--- src/rtl/can_irq_pkg.sv ---
package can_irq_pkg;
  localparam int OBJ_IDX_W = 4;
  localparam int DATA_W = 8;
  localparam int ID_W = 8;
  localparam logic [1:0] FLD_SET = 2'b10;
  localparam logic [1:0] FLD_RST = 2'b01;

  typedef enum logic [1:0] {RD_NONE, RD_GLB, RD_ID, RD_OBJ} rdKind_t;

  typedef struct packed {
    logic objWr;
    logic byteSel;
    logic [OBJ_IDX_W-1:0] objNum;
    logic glbWr;
    logic statClr;
    logic [DATA_W-1:0] data;
    rdKind_t rdKind;
    logic rdByte;
    logic [OBJ_IDX_W-1:0] rdObj;
  } busStrb_t;

  function automatic logic applyFld(logic cur, logic [1:0] code);
    if (code == FLD_SET) return 1'b1;
    if (code == FLD_RST) return 1'b0;
    return cur;
  endfunction

  function automatic logic [1:0] encFld(logic f);
    return f ? FLD_SET : FLD_RST;
  endfunction
endpackage

--- src/rtl/can_irq_ctrl.sv ---
module can_irq_ctrl
  import can_irq_pkg::*;
#(
  parameter int NUM_OBJ = 15,
  parameter int ADDR_W = OBJ_IDX_W + 1
) (
  input  logic [ADDR_W-1:0] regAddr,
  input  logic              regWrEn,
  input  logic [DATA_W-1:0] regWrData,
  output busStrb_t          strb
);
  logic [OBJ_IDX_W-1:0] objIdx;
  logic byteSel;

  assign objIdx = regAddr[ADDR_W-1:1];
  assign byteSel = regAddr[0];

  always_comb begin
    strb = '0;
    strb.data = regWrData;
    if (objIdx == '0) begin
      if (!byteSel) begin
        strb.rdKind = RD_GLB;
        strb.glbWr = regWrEn;
      end else begin
        strb.rdKind = RD_ID;
        strb.statClr = regWrEn;
      end
    end else if (int'(objIdx) <= NUM_OBJ) begin
      strb.rdKind = RD_OBJ;
      strb.rdObj = objIdx;
      strb.rdByte = byteSel;
      strb.objWr = regWrEn;
      strb.objNum = objIdx;
      strb.byteSel = byteSel;
    end
  end
endmodule

--- src/rtl/can_irq_datapath.sv ---
module can_irq_datapath
  import can_irq_pkg::*;
#(
  parameter int NUM_OBJ = 15
) (
  input  logic               clk,
  input  logic               rstN,
  input  busStrb_t           strb,
  input  logic [NUM_OBJ-1:0] rxEvent,
  input  logic [NUM_OBJ-1:0] txEvent,
  input  logic               statusEvent,
  output logic [DATA_W-1:0]  regRdData,
  output logic [ID_W-1:0]    intId,
  output logic [NUM_OBJ-1:0] pendVec,
  output logic               statPend,
  output logic               gieBit,
  output logic               irqOut
);
  logic [NUM_OBJ-1:0] msgVal, txIe, rxIe, intPnd;
  logic [NUM_OBJ-1:0] newDat, msgLst, txReq, rmtPnd;
  logic [NUM_OBJ-1:0] hit0, hit1, rxHit, txHit;
  logic [OBJ_IDX_W-1:0] rIdx;

  for (genvar k = 0; k < NUM_OBJ; k++) begin : g_dec
    assign hit0[k] = strb.objWr && !strb.byteSel && (strb.objNum == OBJ_IDX_W'(k + 1));
    assign hit1[k] = strb.objWr && strb.byteSel && (strb.objNum == OBJ_IDX_W'(k + 1));
  end

  assign rxHit = rxEvent & msgVal;
  assign txHit = txEvent & msgVal;

  always_ff @(posedge clk) begin
    if (!rstN) begin
      msgVal <= '0; txIe <= '0; rxIe <= '0; intPnd <= '0;
      newDat <= '0; msgLst <= '0; txReq <= '0; rmtPnd <= '0;
      gieBit <= 1'b0;
      statPend <= 1'b0;
    end else begin
      for (int k = 0; k < NUM_OBJ; k++) begin
        if (hit0[k]) begin
          msgVal[k] <= applyFld(msgVal[k], strb.data[1:0]);
          txIe[k] <= applyFld(txIe[k], strb.data[3:2]);
          rxIe[k] <= applyFld(rxIe[k], strb.data[5:4]);
        end
        intPnd[k] <= (hit0[k] ? applyFld(intPnd[k], strb.data[7:6]) : intPnd[k])
                     | (rxHit[k] && rxIe[k]) | (txHit[k] && txIe[k]);
        newDat[k] <= (hit1[k] ? applyFld(newDat[k], strb.data[1:0]) : newDat[k]) | rxHit[k];
        msgLst[k] <= (hit1[k] ? applyFld(msgLst[k], strb.data[3:2]) : msgLst[k])
                     | (rxHit[k] && newDat[k]);
        txReq[k] <= !txHit[k] && (hit1[k] ? applyFld(txReq[k], strb.data[5:4]) : txReq[k]);
        rmtPnd[k] <= hit1[k] ? applyFld(rmtPnd[k], strb.data[7:6]) : rmtPnd[k];
      end
      if (strb.glbWr) gieBit <= strb.data[0];
      statPend <= statusEvent || (statPend && !strb.statClr);
    end
  end

  always_comb begin
    intId = '0;
    for (int k = NUM_OBJ - 2; k >= 0; k--) begin
      if (intPnd[k]) intId = ID_W'(k + 3);
    end
    if (intPnd[NUM_OBJ-1]) intId = ID_W'(2);
    if (statPend) intId = ID_W'(1);
  end

  assign rIdx = strb.rdObj - 1'b1;

  always_comb begin
    unique case (strb.rdKind)
      RD_GLB: regRdData = {{(DATA_W-1){1'b0}}, gieBit};
      RD_ID: regRdData = intId;
      RD_OBJ:
        if (!strb.rdByte)
          regRdData = {encFld(intPnd[rIdx]), encFld(rxIe[rIdx]),
                       encFld(txIe[rIdx]), encFld(msgVal[rIdx])};
        else
          regRdData = {encFld(rmtPnd[rIdx]), encFld(txReq[rIdx]),
                       encFld(msgLst[rIdx]), encFld(newDat[rIdx])};
      default: regRdData = '0;
    endcase
  end

  assign pendVec = intPnd;
  assign irqOut = gieBit && (intId != '0);
endmodule

--- src/rtl/can_irq_arbiter.sv ---
module can_irq_arbiter
  import can_irq_pkg::*;
#(
  parameter int NUM_OBJ = 15,
  localparam int ADDR_W = OBJ_IDX_W + 1
) (
  input  logic               clk,
  input  logic               rstN,
  input  logic [ADDR_W-1:0]  regAddr,
  input  logic               regWrEn,
  input  logic [DATA_W-1:0]  regWrData,
  output logic [DATA_W-1:0]  regRdData,
  input  logic [NUM_OBJ-1:0] rxEvent,
  input  logic [NUM_OBJ-1:0] txEvent,
  input  logic               statusEvent,
  output logic               irqOut
);
  busStrb_t strb;
  logic [ID_W-1:0] intId;
  logic [NUM_OBJ-1:0] pendVec;
  logic statPend;
  logic gieBit;

  can_irq_ctrl #(.NUM_OBJ(NUM_OBJ), .ADDR_W(ADDR_W)) uCtrl (
    .regAddr(regAddr), .regWrEn(regWrEn), .regWrData(regWrData), .strb(strb)
  );

  can_irq_datapath #(.NUM_OBJ(NUM_OBJ)) uDp (
    .clk(clk), .rstN(rstN), .strb(strb), .rxEvent(rxEvent), .txEvent(txEvent),
    .statusEvent(statusEvent), .regRdData(regRdData), .intId(intId),
    .pendVec(pendVec), .statPend(statPend), .gieBit(gieBit), .irqOut(irqOut)
  );
endmodule

--- config.mk ---
export PLATFORM = sky130hd
export DESIGN_NAME = can_irq_arbiter
export DESIGN_NICKNAME = d
export VERILOG_FILES = /design/src/rtl/can_irq_pkg.sv /design/src/rtl/can_irq_ctrl.sv /design/src/rtl/can_irq_datapath.sv /design/src/rtl/can_irq_arbiter.sv
export SDC_FILE = /design/constraint.sdc
export NUM_CORES = 1
export LEC_CHECK = 0
export ABC_AREA = 1
export ABC_CLOCK_PERIOD_IN_PS = 5750
export BUFFER_PORTS_ARGS = -buffer_cell sky130_fd_sc_hd__buf_2
export CELL_PAD_IN_SITES_DETAIL_PLACEMENT = 0
export CELL_PAD_IN_SITES_GLOBAL_PLACEMENT = 1
export CORE_ASPECT_RATIO = 0.75
export CORE_UTILIZATION = 43
export DETAILED_ROUTE_END_ITERATION = 8
export GPL_ROUTABILITY_DRIVEN = 1
export PLACE_DENSITY = 0.84
export SLEW_MARGIN = 10
export SYNTH_ARGS = -nofsm -noshare
export SYNTH_HDL_FRONTEND = slang
export SYNTH_HIERARCHICAL = 1
export SYNTH_SLANG_ARGS = --single-unit
--- constraint.sdc ---
create_clock -name clk -period 5.75 [get_ports clk]
set_input_delay 1.725 -clock clk [delete_from_list [all_inputs] [get_ports clk]]
set_output_delay 1.725 -clock clk [all_outputs]
set_load 0.005 [all_outputs]
; ---- Word-level counts from Yosys, hierarchy flattened
; Cells that the tools add are included.
[classes]
addsub = 1
multipliers = 0
n_div = 0
order_cmp = 1
eq_ne = 26
shifts = 0
n_mux = 634
bitwise = 62
reduce_logical = 220
[ops]
columns = operator, count
row1 = $mux W1, 595
row2 = $reduce_and A2 Y1, 60
row3 = $logic_and A1 B1 Y1, 94
row4 = $reduce_bool A2 Y1, 46
row5 = $mux W5, 17
row6 = $or A1 B1 Y1, 60
row7 = $bmux W1 S4, 8
row8 = $eq A4 B4 Y1 const B, 8
row9 = $and A15 B15 Y15, 2
row10 = $pmux W8 S3, 1
row11 = $mux W2, 11
row12 = $logic_not A1 Y1, 17
row13 = $eq A4 B3 Y1 const B, 4
row14 = $eq A2 B2 Y1 const B, 6
row15 = $eq A2 B1 Y1 const B, 5
row16 = $eq A4 B2 Y1 const B, 2
row17 = $mux W8, 1
row18 = $reduce_bool A8 Y1, 1
row19 = $mux W6, 1
row20 = $lt A4 B5 Y1 const B, 1
row21 = $eq A4 B1 Y1 const B, 1
row22 = $logic_not A4 Y1, 1
row23 = $sub A4 B1 Y4 const B, 1
row24 = $logic_or A1 B1 Y1, 1
[word_totals]
reg_bits = 122
latch_bits = 0
ramBits = 0
romBits = 0
input_bits = 47
elab_cells = 1010
mem_count = 0

; ---- Logic depth before layout (Yosys ltp)
; Gate-level depths: netlist (run 1).
[depth]
depth_word = 18
ltp_mapped = 17
mapped_depth_nobuf = 17

; ---- Hierarchy
; The synthesis (run 1) kept the hierarchy.
[modules_own_cells]
columns = mod, instances, cells_per_inst, area_each_um2
row1 = can_irq_datapath, 1, 1102, 7041.8
row2 = can_irq_ctrl, 1, 30, 171.4

; ---- Least setup slack after synthesis (run 1)
; Ideal clock, no wire load.
[synth_path]
path_type = input port to output port
from = input port regAddr[1]
to = output port regRdData[7]
arrival_time_ns = 3.547
path_slack_ns = 0.478
path_stages = 13
path_buffers = 4
cell_sequence = clkbuf_1 inv_2 buf_4 buf_2 ha_1 inv_2 buf_2 o21ai_1 o221ai_1 o211ai_1 nand2_1 nand2_1 a21oi_1
[synth_between]
elab_chain_cells = 8
word_cells_on_any_way = 15
classes_between = add/sub: 1 / eq/ne: 3 / mux: 10 / reduce/logical: 1
[synth_lines]
columns = element, line
row1 = start: declaration, can_irq_arbiter.sv:9  ; input logic [ADDR_W-1:0] regAddr,
row2 = $logic_not A4 Y1, can_irq_ctrl.sv:21  ; if (objIdx == '0) begin
row3 = $mux W5, can_irq_ctrl.sv:21
row4 = $sub A4 B1 Y4, can_irq_datapath.sv:67  ; assign rIdx = strb.rdObj - 1'b1;
row5 = $bmux W1 S4 (on tied branches), "can_irq_datapath.sv:75, can_irq_datapath.sv:78"
row6 = $mux W1 (on tied branches), "can_irq_datapath.sv:75, can_irq_datapath.sv:78"
row7 = $mux W2, can_irq_pkg.sv:29  ; return f ? FLD_SET : FLD_RST;
row8 = $mux W8, can_irq_datapath.sv:74  ; if (!strb.rdByte)
row9 = $pmux W8 S3 *, can_irq_datapath.sv:70  ; unique case (strb.rdKind)
row10 = end: declaration, can_irq_arbiter.sv:12  ; output logic [DATA_W-1:0] regRdData,
; Mark *: on every way between the ends. The rest lies on a longest branch, timed or not. The select of a mux whose other input is x is not followed.

; ---- Worst setup path after layout (run 1)
[layout_path]
from = input port regAddr[1]
to = output port regRdData[0]
[layout_between]
elab_chain_cells = 8
word_cells_on_any_way = 15
classes_between = add/sub: 1 / eq/ne: 3 / mux: 10 / reduce/logical: 1
[layout_lines]
columns = element, line
row1 = $logic_not A4 Y1, can_irq_ctrl.sv:21
row2 = $mux W5, can_irq_ctrl.sv:21
row3 = $sub A4 B1 Y4, can_irq_datapath.sv:67
row4 = $bmux W1 S4 (on tied branches), "can_irq_datapath.sv:76, can_irq_datapath.sv:79"
row5 = $mux W1 (on tied branches), "can_irq_datapath.sv:76, can_irq_datapath.sv:79"
row6 = $mux W2, can_irq_pkg.sv:29
row7 = $mux W8, can_irq_datapath.sv:74
row8 = $pmux W8 S3 *, can_irq_datapath.sv:70
; Marks and branches as above.

==> flow_metrics.py, run 1 <==
metrics = {
    "logic_synthesis": {
        "synth_cells": 1127,
        "syn_area_per_cell_sq_um": 6.37,
        "syn_nets": 1187,
        "yosys_warnings": 6,
        "netlist_area_sq_um": 7180,
    },
    "cells_and_area": {
        "area_growth_pct": 13.4,
        "fin_nets": 1204,
        "final_common_cell": "inv_1",
        "num-fill-cells": 1688,
        "drive_gt1_share_pct": 9.77,
        "insertedDiodeCount": 0,
        "stdcell_count": 1367,
        "layout_common_cells": "inv_1 (171), nand2_1 (170), o21ai_0 (139)",
    },
    "critical_path": {
        "end_kind": "primary output",
        "required_ns": 4.03,
        "crit_type": "in -> out",
        "cp.arrival_ns": 3.69,
        "start_kind": "primary input",
        "ff2ff_setup_slack_ns": 4.64,
        "cp_max_fo": 46,
    },
    "clocking": {
        "path_clk_slew_ns": 0.06,
        "clock-root-buffer": "clkbuf_16",
        "cts_buffers": 17,
        "cts_tree": "yes",
        "post_cts_buffers": 0,
        "clk_path_buf_depth": 2,
        "insertion_delay_ns": 0.42,
        "cts_max_level": 4,
        "cts.sinks": 122,
        "hold_buffers": 0,
        "cts_resized": 0,
    },
    "global_routing": {
        "first_global_vias": 7056,
        "grtUsageMet3_pct": 9.04,
        "grt_pass1_wl_mm": 40.5,
        "grt_use_met1_pct": 45.8,
        "grt_usage_pct": 31.9,
        "top_usage_layer": "met1",
        "grt_antenna_before_repair": 0,
        "grt_overflow": 0,
        "grt_util_met2_pct": 45.1,
        "grt_start_max_net_pins": 73,
    },
    "detailed_routing": {
        "ant_nets": 0,
        "num_vias": 7689,
        "dr.first_iter.drc_count": 858,
        "dr.pass1.iters": 8,
        "drc_errors": 0,
        "via_per_inst": 5.62,
        "avgRoutedWirePerCell_microns": 19.4,
        "drt_wl_total_mm": 26.5,
    },
    "floorplanning": {
        "start_util_pct": 44.4,
        "pin_count": 56,
        "die_h_microns": 114,
        "placementRows": 40,
        "die_x_microns": 151,
        "core_area_sq_um": 16200,
        "dieArea_sq_um": 17200,
    },
    "run": {
        "drv_cap": 0,
    },
    "timing": {
        "hold_ws_ns": 0.455,
        "setup_viol": 0,
        "finClkSkew_ns": 0.00647,
        "finalHoldViolCount": 0,
        "drv_slew": 0,
        "rsz0062_at_grt": "no",
        "relSlewSlack_pct": 36.5,
        "period_minus_slack_ns": 5.42,
        "fin_tns_setup_ns": 0,
        "worst_pin_slew_ns": 0.952,
        "timing.fmax_ghz": 0.185,
        "fin_crit_sh_pct": 94.2,
    },
    "placed_design": {
        "dp_hpwl_mm": 18.9,
        "place_inst": 1335,
        "place_congestion": 0.888,
        "portBuffers": 55,
    },
    "power": {
        "max-vdd-ir-drop_uv": 141,
        "p_leak_uw": 0.00343,
        "powerDensity_nw_per_um2": 294,
    },
    "run_status": {
        "status": "complete, no violations",
    },
    "hold_path": {
        "hold_path_class": "reg -> reg",
    },
}
## path summary, 6_finish.rpt
| path | endpoint | from | depth (start not counted) |
|---|---|---|---|
| worst max-delay path | regRdData[0] | regAddr[1] | 12 |
| worst min-delay path | uDp/rmtPnd[13] | uDp/rmtPnd[13] | 2 |
| worst max register to register | uDp/pendVec[8] | uDp/pendVec[8] | 6 |
| worst min register to register | uDp/rmtPnd[13] | uDp/rmtPnd[13] | 2 |
## power by group
group,total [uW],internal (uW),switching [uW]
Combinational,286,81.9,204
Sequential,856,852,4.63
Clock,1250,814,437
## metrics by stage
stage	setup slack, ns	total power [uW]	instance area [sq um]	utilization, %
CTS	0.330	2400	8150	50.4
global placement	0.389	1150	7480	46.2
global route	0.170	2460	8150	50.4
detailed placement	0.330	1150	7480	46.2
floorplan	0.478	1050	7180	-
finish	0.332	2390	8150	50.4
## critical path, stage by stage
cell     delay, ns
buf_2         0.13
inv_2         0.06
buf_4         0.42
nand2_1       0.17
xor2_2        0.41
inv_2         0.18
nand3_1       0.12
nand3_1       0.09
nand2_1       0.13
nand2_1       0.07
nand3_1       0.07
buf_2         0.11
## registers in the layout (all words and copies together) (netlist names)
| name | flops |
|---|---|
| uDp/pendVec | 15 |
| uDp/newDat | 15 |
| uDp/rmtPnd | 15 |
| uDp/txIe | 15 |
| uDp/rxIe | 15 |
| uDp/txReq | 15 |
| uDp/msgLst | 15 |
| uDp/statPend | 1 |
| uDp/gieBit | 1 |
| uDp/msgVal | 15 |
## final cells by class
cell class	count	area (sq um)	area share, %
Timing Repair Buffer	65	363	4.45
Tap cell	210	263	3.22
Sequential cell	122	2440	30.0
Multi-Input combinational cell	758	3730	45.8
Inverter	180	676	8.29
Clock inverter	15	248	3.04
Clock buffer	17	425	5.22
## layer usage
layer,routed length (microns),share of wire [%],up-vias
met1,12100,46,3500
met3,2900,11,39
met5,0,0,-
li1,-,-,3750
met4,671,2.5,0
met2,10900,41,400
No activity file was read; power rests on OpenSTA's default activity.
==> run 2, diff against run 1 <==
SYNTH_HIERARCHICAL = default   (was 1)
TNS_END_PERCENT = 5   (was default)
==> run 2 against run 1 <==
Effect of this change: clock skew decreased by 0.0012 ns; fmax down 0.95%; worst hold slack improved by 0.020 ns; clock power decreased by 21%; global-route usage fell by 1.2 points; combinational power barely moved; flip-flop and latch count is the same; largest power group unchanged; highest routed layer unchanged.
==> flow_metrics.py, run 2 <==
metrics = {
    "logic_synthesis": {
        "syn_nets": 1131,
        "synthTopCellsByArea": "dfxtp_1 (35%), o21ai_0 (14%), a21oi_1 (11%)",
        "synth_cells": 1067,
        "synth.most_common_cell": "o21ai_0",
        "synthDistinctLibCells": 34,
        "synthTopCellsByCount": "o21ai_0 (193), a21oi_1 (153), inv_1 (137)",
        "synth.top_cell.area_share_pct": 34.6,
        "ys_seq_area_share_pct": 34.6,
        "synth_top_cell_by_area": "dfxtp_1",
        "synth_edf_count": 0,
        "netlist_area_sq_um": 7060,
        "async_flop_share_pct": 0,
        "syn_area_per_cell_sq_um": 6.62,
        "synth_seq_cells": 122,
        "synth_flop_cell": "dfxtp_1",
        "yosys_warnings": 0,
    },
    "placed_design": {
        "portBuffers": 55,
        "place_congestion": 0.922,
        "dp_hpwl_mm": 17.9,
        "dpl_cell_area_sq_um": 7470,
        "place_ws_ns": 0.322,
    },
    "clocking": {
        "cts_tree": "yes",
        "insertion_delay_ns": 0.43,
        "post_cts_buffers": 0,
        "cts_resized": 0,
        "path_clk_slew_ns": 0.05,
        "cts.sinks": 122,
        "clock-root-buffer": "clkbuf_16",
        "hold_buffers": 0,
        "cts_buffers": 17,
        "cts_max_level": 4,
        "clk_path_buf_depth": 2,
    },
    "power": {
        "intPower_uw": 1540,
        "power_frac_clock_pct": 46.5,
        "comb_power_share_pct": 13.4,
        "pwr-share-seq_pct": 40.1,
        "p_switching_uw": 593,
        "max-vdd-ir-drop_uv": 150,
        "finalPower_uw": 2130,
        "powerDensity_nw_per_um2": 267,
        "power.share.switching_pct": 27.8,
        "p_leak_uw": 0.00357,
    },
    "critical_path": {
        "rr_endpoint": "uDp.pendVec[4]",
        "end_kind": "primary output",
        "ff2ff_path_depth": 4,
        "cpMaxStageDelayCell": "buf_4",
        "path_cells": "buf_2 > buf_4 > nor2_1 > o31ai_1 > nor2_2 > inv_1 > o21ai_0 > nand3_1 > nand2_1 > a21oi_1 > buf_2",
        "start_kind": "primary input",
        "worstReg2RegStart": "uDp.msgVal[4]",
        "ff2ff_setup_slack_ns": 4.55,
        "cp.arrival_ns": 3.75,
        "critPathMaxStageDelay_ns": 0.55,
        "crit_type": "in -> out",
        "required_ns": 4.03,
        "cp_max_fo": 71,
        "crit_path_frequent_cell": "buf_2",
    },
    "global_routing": {
        "grt_pass1_wl_mm": 38.9,
        "first_global_vias": 6950,
        "grt_antenna_before_repair": 0,
        "grt_start_max_net_pins": 97,
        "grt_overflow": 0,
        "grt_usage_pct": 30.7,
    },
    "timing": {
        "setup_slack_ns": 0.280,
        "worst_pin_slew_ns": 0.936,
        "finClkSkew_ns": 0.00528,
        "drv_slew": 0,
        "period_minus_slack_ns": 5.47,
        "setup_viol": 0,
        "relSlewSlack_pct": 37.2,
        "fin_crit_sh_pct": 95.1,
        "hold_ws_ns": 0.475,
        "timing.fmax_ghz": 0.183,
        "finalHoldViolCount": 0,
        "rsz0062_at_grt": "no",
        "fin_tns_setup_ns": 0,
    },
    "floorplanning": {
        "die_x_microns": 150,
        "pin_count": 56,
        "dieArea_sq_um": 16900,
        "core_area_sq_um": 16000,
        "start_util_pct": 44.1,
        "die_h_microns": 113,
        "placementRows": 40,
    },
    "cells_and_area": {
        "layout_common_cells": "o21ai_0 (193), a21oi_1 (153), inv_1 (137)",
        "fin_nets": 1166,
        "drive_gt1_share_pct": 12.1,
        "final_common_cell": "o21ai_0",
        "insertedDiodeCount": 0,
        "fin_area_sq_um": 8000,
        "area_growth_pct": 13.3,
        "num-fill-cells": 1660,
    },
    "detailed_routing": {
        "via_per_inst": 5.65,
        "avgRoutedWirePerCell_microns": 18.9,
        "dr.pass1.iters": 5,
        "ant_nets": 0,
        "drt_wl_total_mm": 25.0,
        "dr.first_iter.drc_count": 813,
        "num_vias": 7477,
        "drc_errors": 0,
    },
    "run": {
        "drv_cap": 0,
    },
    "hold_path": {
        "whs_path_depth": 2,
        "min-delay-start": "uDp.txIe[11]",
        "whs_endpoint": "uDp.txIe[11]",
        "hold_path_class": "reg -> reg",
    },
    "run_status": {
        "status": "complete, no violations",
    },
}
[run 2: area by class of cell]
| cell class | instances | area (sq um) | area share [%] |
|---|---|---|---|
| repair buffers | 68 | 373 | 4.66 |
| inverters | 148 | 556 | 6.94 |
| well taps | 210 | 263 | 3.28 |
| multi-input cells | 745 | 3830 | 47.9 |
| clock inverters | 9 | 75.1 | 0.938 |
| flip-flops and latches | 122 | 2440 | 30.5 |
| clock buffers | 21 | 460 | 5.75 |
[run 2: logic make-up after synthesis]
family | count (synthesis) | share of synthesized area [%]
AOI/OAI and AO/OA | 414 | 31.4
and+or+nand+nor | 313 | 19.6
buffers and inverters | 200 | 11.1
DFF | 122 | 34.6
adders and majority gates | 17 | 3.01
xor gates and xnor gates | 1 | 0.230
[run 2: metrics by stage]
step,cells,util (%)
after floorplan,1067,-
final,1323,50.0
after detailed placement,1293,46.6
after CTS,1323,50.0
after global routing,1323,50.0
after global placement,1293,46.6
[run 2: power by group through the flow]
stage	Clock [uW]	Sequential, uW	Combinational (uW)
3_5_place_dp	0	875	279
4_1_cts	998	856	280
3_3_place_gp	0	875	278
5_1_grt	1040	857	309
2_1_floorplan	0	873	172
6_report	992	857	286
[run 2: how the worst max path moves through the flow]
stage | start | end | slack (ns) | cells after the start
4_1_cts | regAddr[1] | regRdData[4] | 0.31 | 11
2_1_floorplan | regAddr[1] | regRdData[4] | 0.37 | 16
6_report | regAddr[1] | regRdData[4] | 0.28 | 11
5_1_grt | regAddr[1] | regRdData[4] | 0.005 | 11
3_3_place_gp | regAddr[1] | regRdData[3] | 0.32 | 13
3_5_place_dp | regAddr[1] | regRdData[4] | 0.32 | 11
[run 2: worst max-delay path, delay by kind of cell]
| family | cells | cell delay [ns] |
|---|---|---|
| AND/OR/NAND/NOR | 4 | 0.42 |
| buffers and inverters | 4 | 1.00 |
| AO/OA/AOI/OAI | 3 | 0.58 |
[run 2: layer usage]
| layer | routed length [microns] | global-route usage [%] | vias to the layer above |
|---|---|---|---|
| li1 | - | - | 3662 |
| met2 | 10400 | 45.2 | 367 |
| met1 | 11300 | 42.7 | 3393 |
| met3 | 2440 | 7.38 | 55 |
| met5 | 0 | 0 | - |
| met4 | 784 | 12.9 | 0 |
==> run 3, diff against run 2 <==
--- a/constraint.sdc
+++ b/constraint.sdc
@@ -3,2 +3,2 @@
 set_output_delay 1.725 -clock clk [all_outputs]
-set_load 0.005 [all_outputs]
+set_load 0.01 [all_outputs]
==> run 3 against run 2 <==
Effect of this change: worst hold slack improved by 0.0079 ns; critical path depth up 1; wire length down 2.7%; register-to-register slack better by 0.03 ns; largest power group unchanged.
==> flow_metrics.py, run 3 (synthesis gave the netlist of run 2 again) <==
metrics = {
    "clocking": {
        "cts_max_level": 4,
        "clock-root-buffer": "clkbuf_16",
        "cts_tree": "yes",
        "post_cts_buffers": 0,
        "clk_path_buf_depth": 2,
        "cts.sinks": 122,
        "cts_resized": 0,
        "hold_buffers": 0,
        "path_clk_slew_ns": 0.05,
        "cts_buffers": 17,
        "insertion_delay_ns": 0.42,
    },
    "cells_and_area": {
        "final_common_cell": "o21ai_0",
        "stdcell_count": 1322,
        "layout_common_cells": "o21ai_0 (193), a21oi_1 (153), inv_1 (137)",
        "drive_gt1_share_pct": 12.1,
        "area_growth_pct": 13.3,
        "insertedDiodeCount": 0,
        "fin_nets": 1165,
    },
    "detailed_routing": {
        "drc_errors": 0,
        "dr.first_iter.drc_count": 760,
        "ant_nets": 0,
        "drt_wl_total_mm": 24.3,
        "dr.pass1.iters": 5,
        "via_per_inst": 5.60,
        "avgRoutedWirePerCell_microns": 18.4,
        "num_vias": 7399,
    },
    "power": {
        "powerDensity_nw_per_um2": 266,
        "max-vdd-ir-drop_uv": 161,
        "p_leak_uw": 0.00356,
    },
    "hold_path": {
        "hold_path_class": "reg -> reg",
    },
    "timing": {
        "hold_ws_ns": 0.483,
        "timing.fmax_ghz": 0.182,
        "finalHoldViolCount": 0,
        "period_minus_slack_ns": 5.50,
        "setup_slack_ns": 0.249,
        "fin_tns_setup_ns": 0,
        "worst_pin_slew_ns": 0.946,
        "drv_slew": 0,
        "setup_viol": 0,
        "finClkSkew_ns": 0.00842,
        "fin_crit_sh_pct": 95.7,
        "relSlewSlack_pct": 36.5,
        "rsz0062_at_grt": "no",
    },
    "global_routing": {
        "grt_start_max_net_pins": 97,
        "grt_usage_pct": 29.6,
        "grt_pass1_wl_mm": 37.3,
        "grt_antenna_before_repair": 0,
        "grt_overflow": 0,
        "first_global_vias": 6721,
    },
    "critical_path": {
        "end_kind": "primary output",
        "cp_max_fo": 71,
        "start_kind": "primary input",
        "required_ns": 4.03,
        "crit_type": "in -> out",
        "cp.arrival_ns": 3.78,
    },
    "floorplanning": {
        "core_area_sq_um": 16000,
        "pin_count": 56,
        "placementRows": 40,
        "die_h_microns": 113,
        "start_util_pct": 44.1,
        "dieArea_sq_um": 16900,
        "die_x_microns": 150,
    },
    "placed_design": {
        "portBuffers": 55,
        "place_ws_ns": 0.214,
        "place_inst": 1292,
        "place_congestion": 0.879,
        "dp_hpwl_mm": 17.4,
    },
    "run": {
        "drv_cap": 0,
    },
    "run_status": {
        "status": "complete, no violations",
    },
}
## run 3: cell count changes in the layout (fill, tap and decap cells not counted), sizes merged
| cell | delta |
|---|---|
| bufinv | -1 |
| clkinvlp | +1 |
| clkbuf | +2 |
| clkinv | -2 |
| buf | -1 |
## run 3: area by class of cell
class	count	area [sq um]
fillers	1662	8010
well taps	210	263
flip-flops and latches	122	2440
clock inverters	7	42.5
inverters	148	556
clock buffers	23	498
multi-input cells	745	3830
repair buffers	67	369
## run 3: critical path, stage by stage
cell	delay, ns
buf_2	0.11
buf_6	0.39
nor2_1	0.12
o31ai_1	0.28
nor2_2	0.06
inv_1	0.26
nand3_1	0.19
nand2_1	0.15
nand2_1	0.10
nand3_1	0.09
o21ai_0	0.08
buf_2	0.14
## run 3: where the power goes
part / leakage (uW) / switching, uW / internal [uW]
Combinational: 0.00232 / 201 / 83.6
Clock: 0.000263 / 389 / 599
Sequential: 0.000983 / 4.73 / 852
## run 3: worst paths after layout
path | endpoint | depth (start not counted) | start | slack (ns)
setup / recovery | regRdData[0] | 12 | regAddr[1] | 0.25
hold / removal | uDp.txReq[6] | 2 | uDp.txReq[6] | 0.48
setup reg to reg | uDp.pendVec[2] | 4 | uDp.msgVal[2] | 4.58
hold reg to reg | uDp.txReq[6] | 2 | uDp.txReq[6] | 0.48
## run 3: layer usage
| metal | wire, microns | track usage (%) | vias up |
|---|---|---|---|
| met5 | 0 | 0 | - |
| met4 | 534 | 11.2 | 0 |
| met3 | 2290 | 6.13 | 41 |
| met2 | 10500 | 44.5 | 313 |
| met1 | 11100 | 41.3 | 3385 |
| li1 | - | - | 3660 |
## run 3: through the flow
stage,area [sq um],power (uW),util (%)
after floorplan,7060,1050,-
after global placement,7460,1150,46.6
after detailed placement,7460,1150,46.6
after CTS,8000,2130,49.9
after global routing,8000,2190,50.0
final,8000,2130,50.0
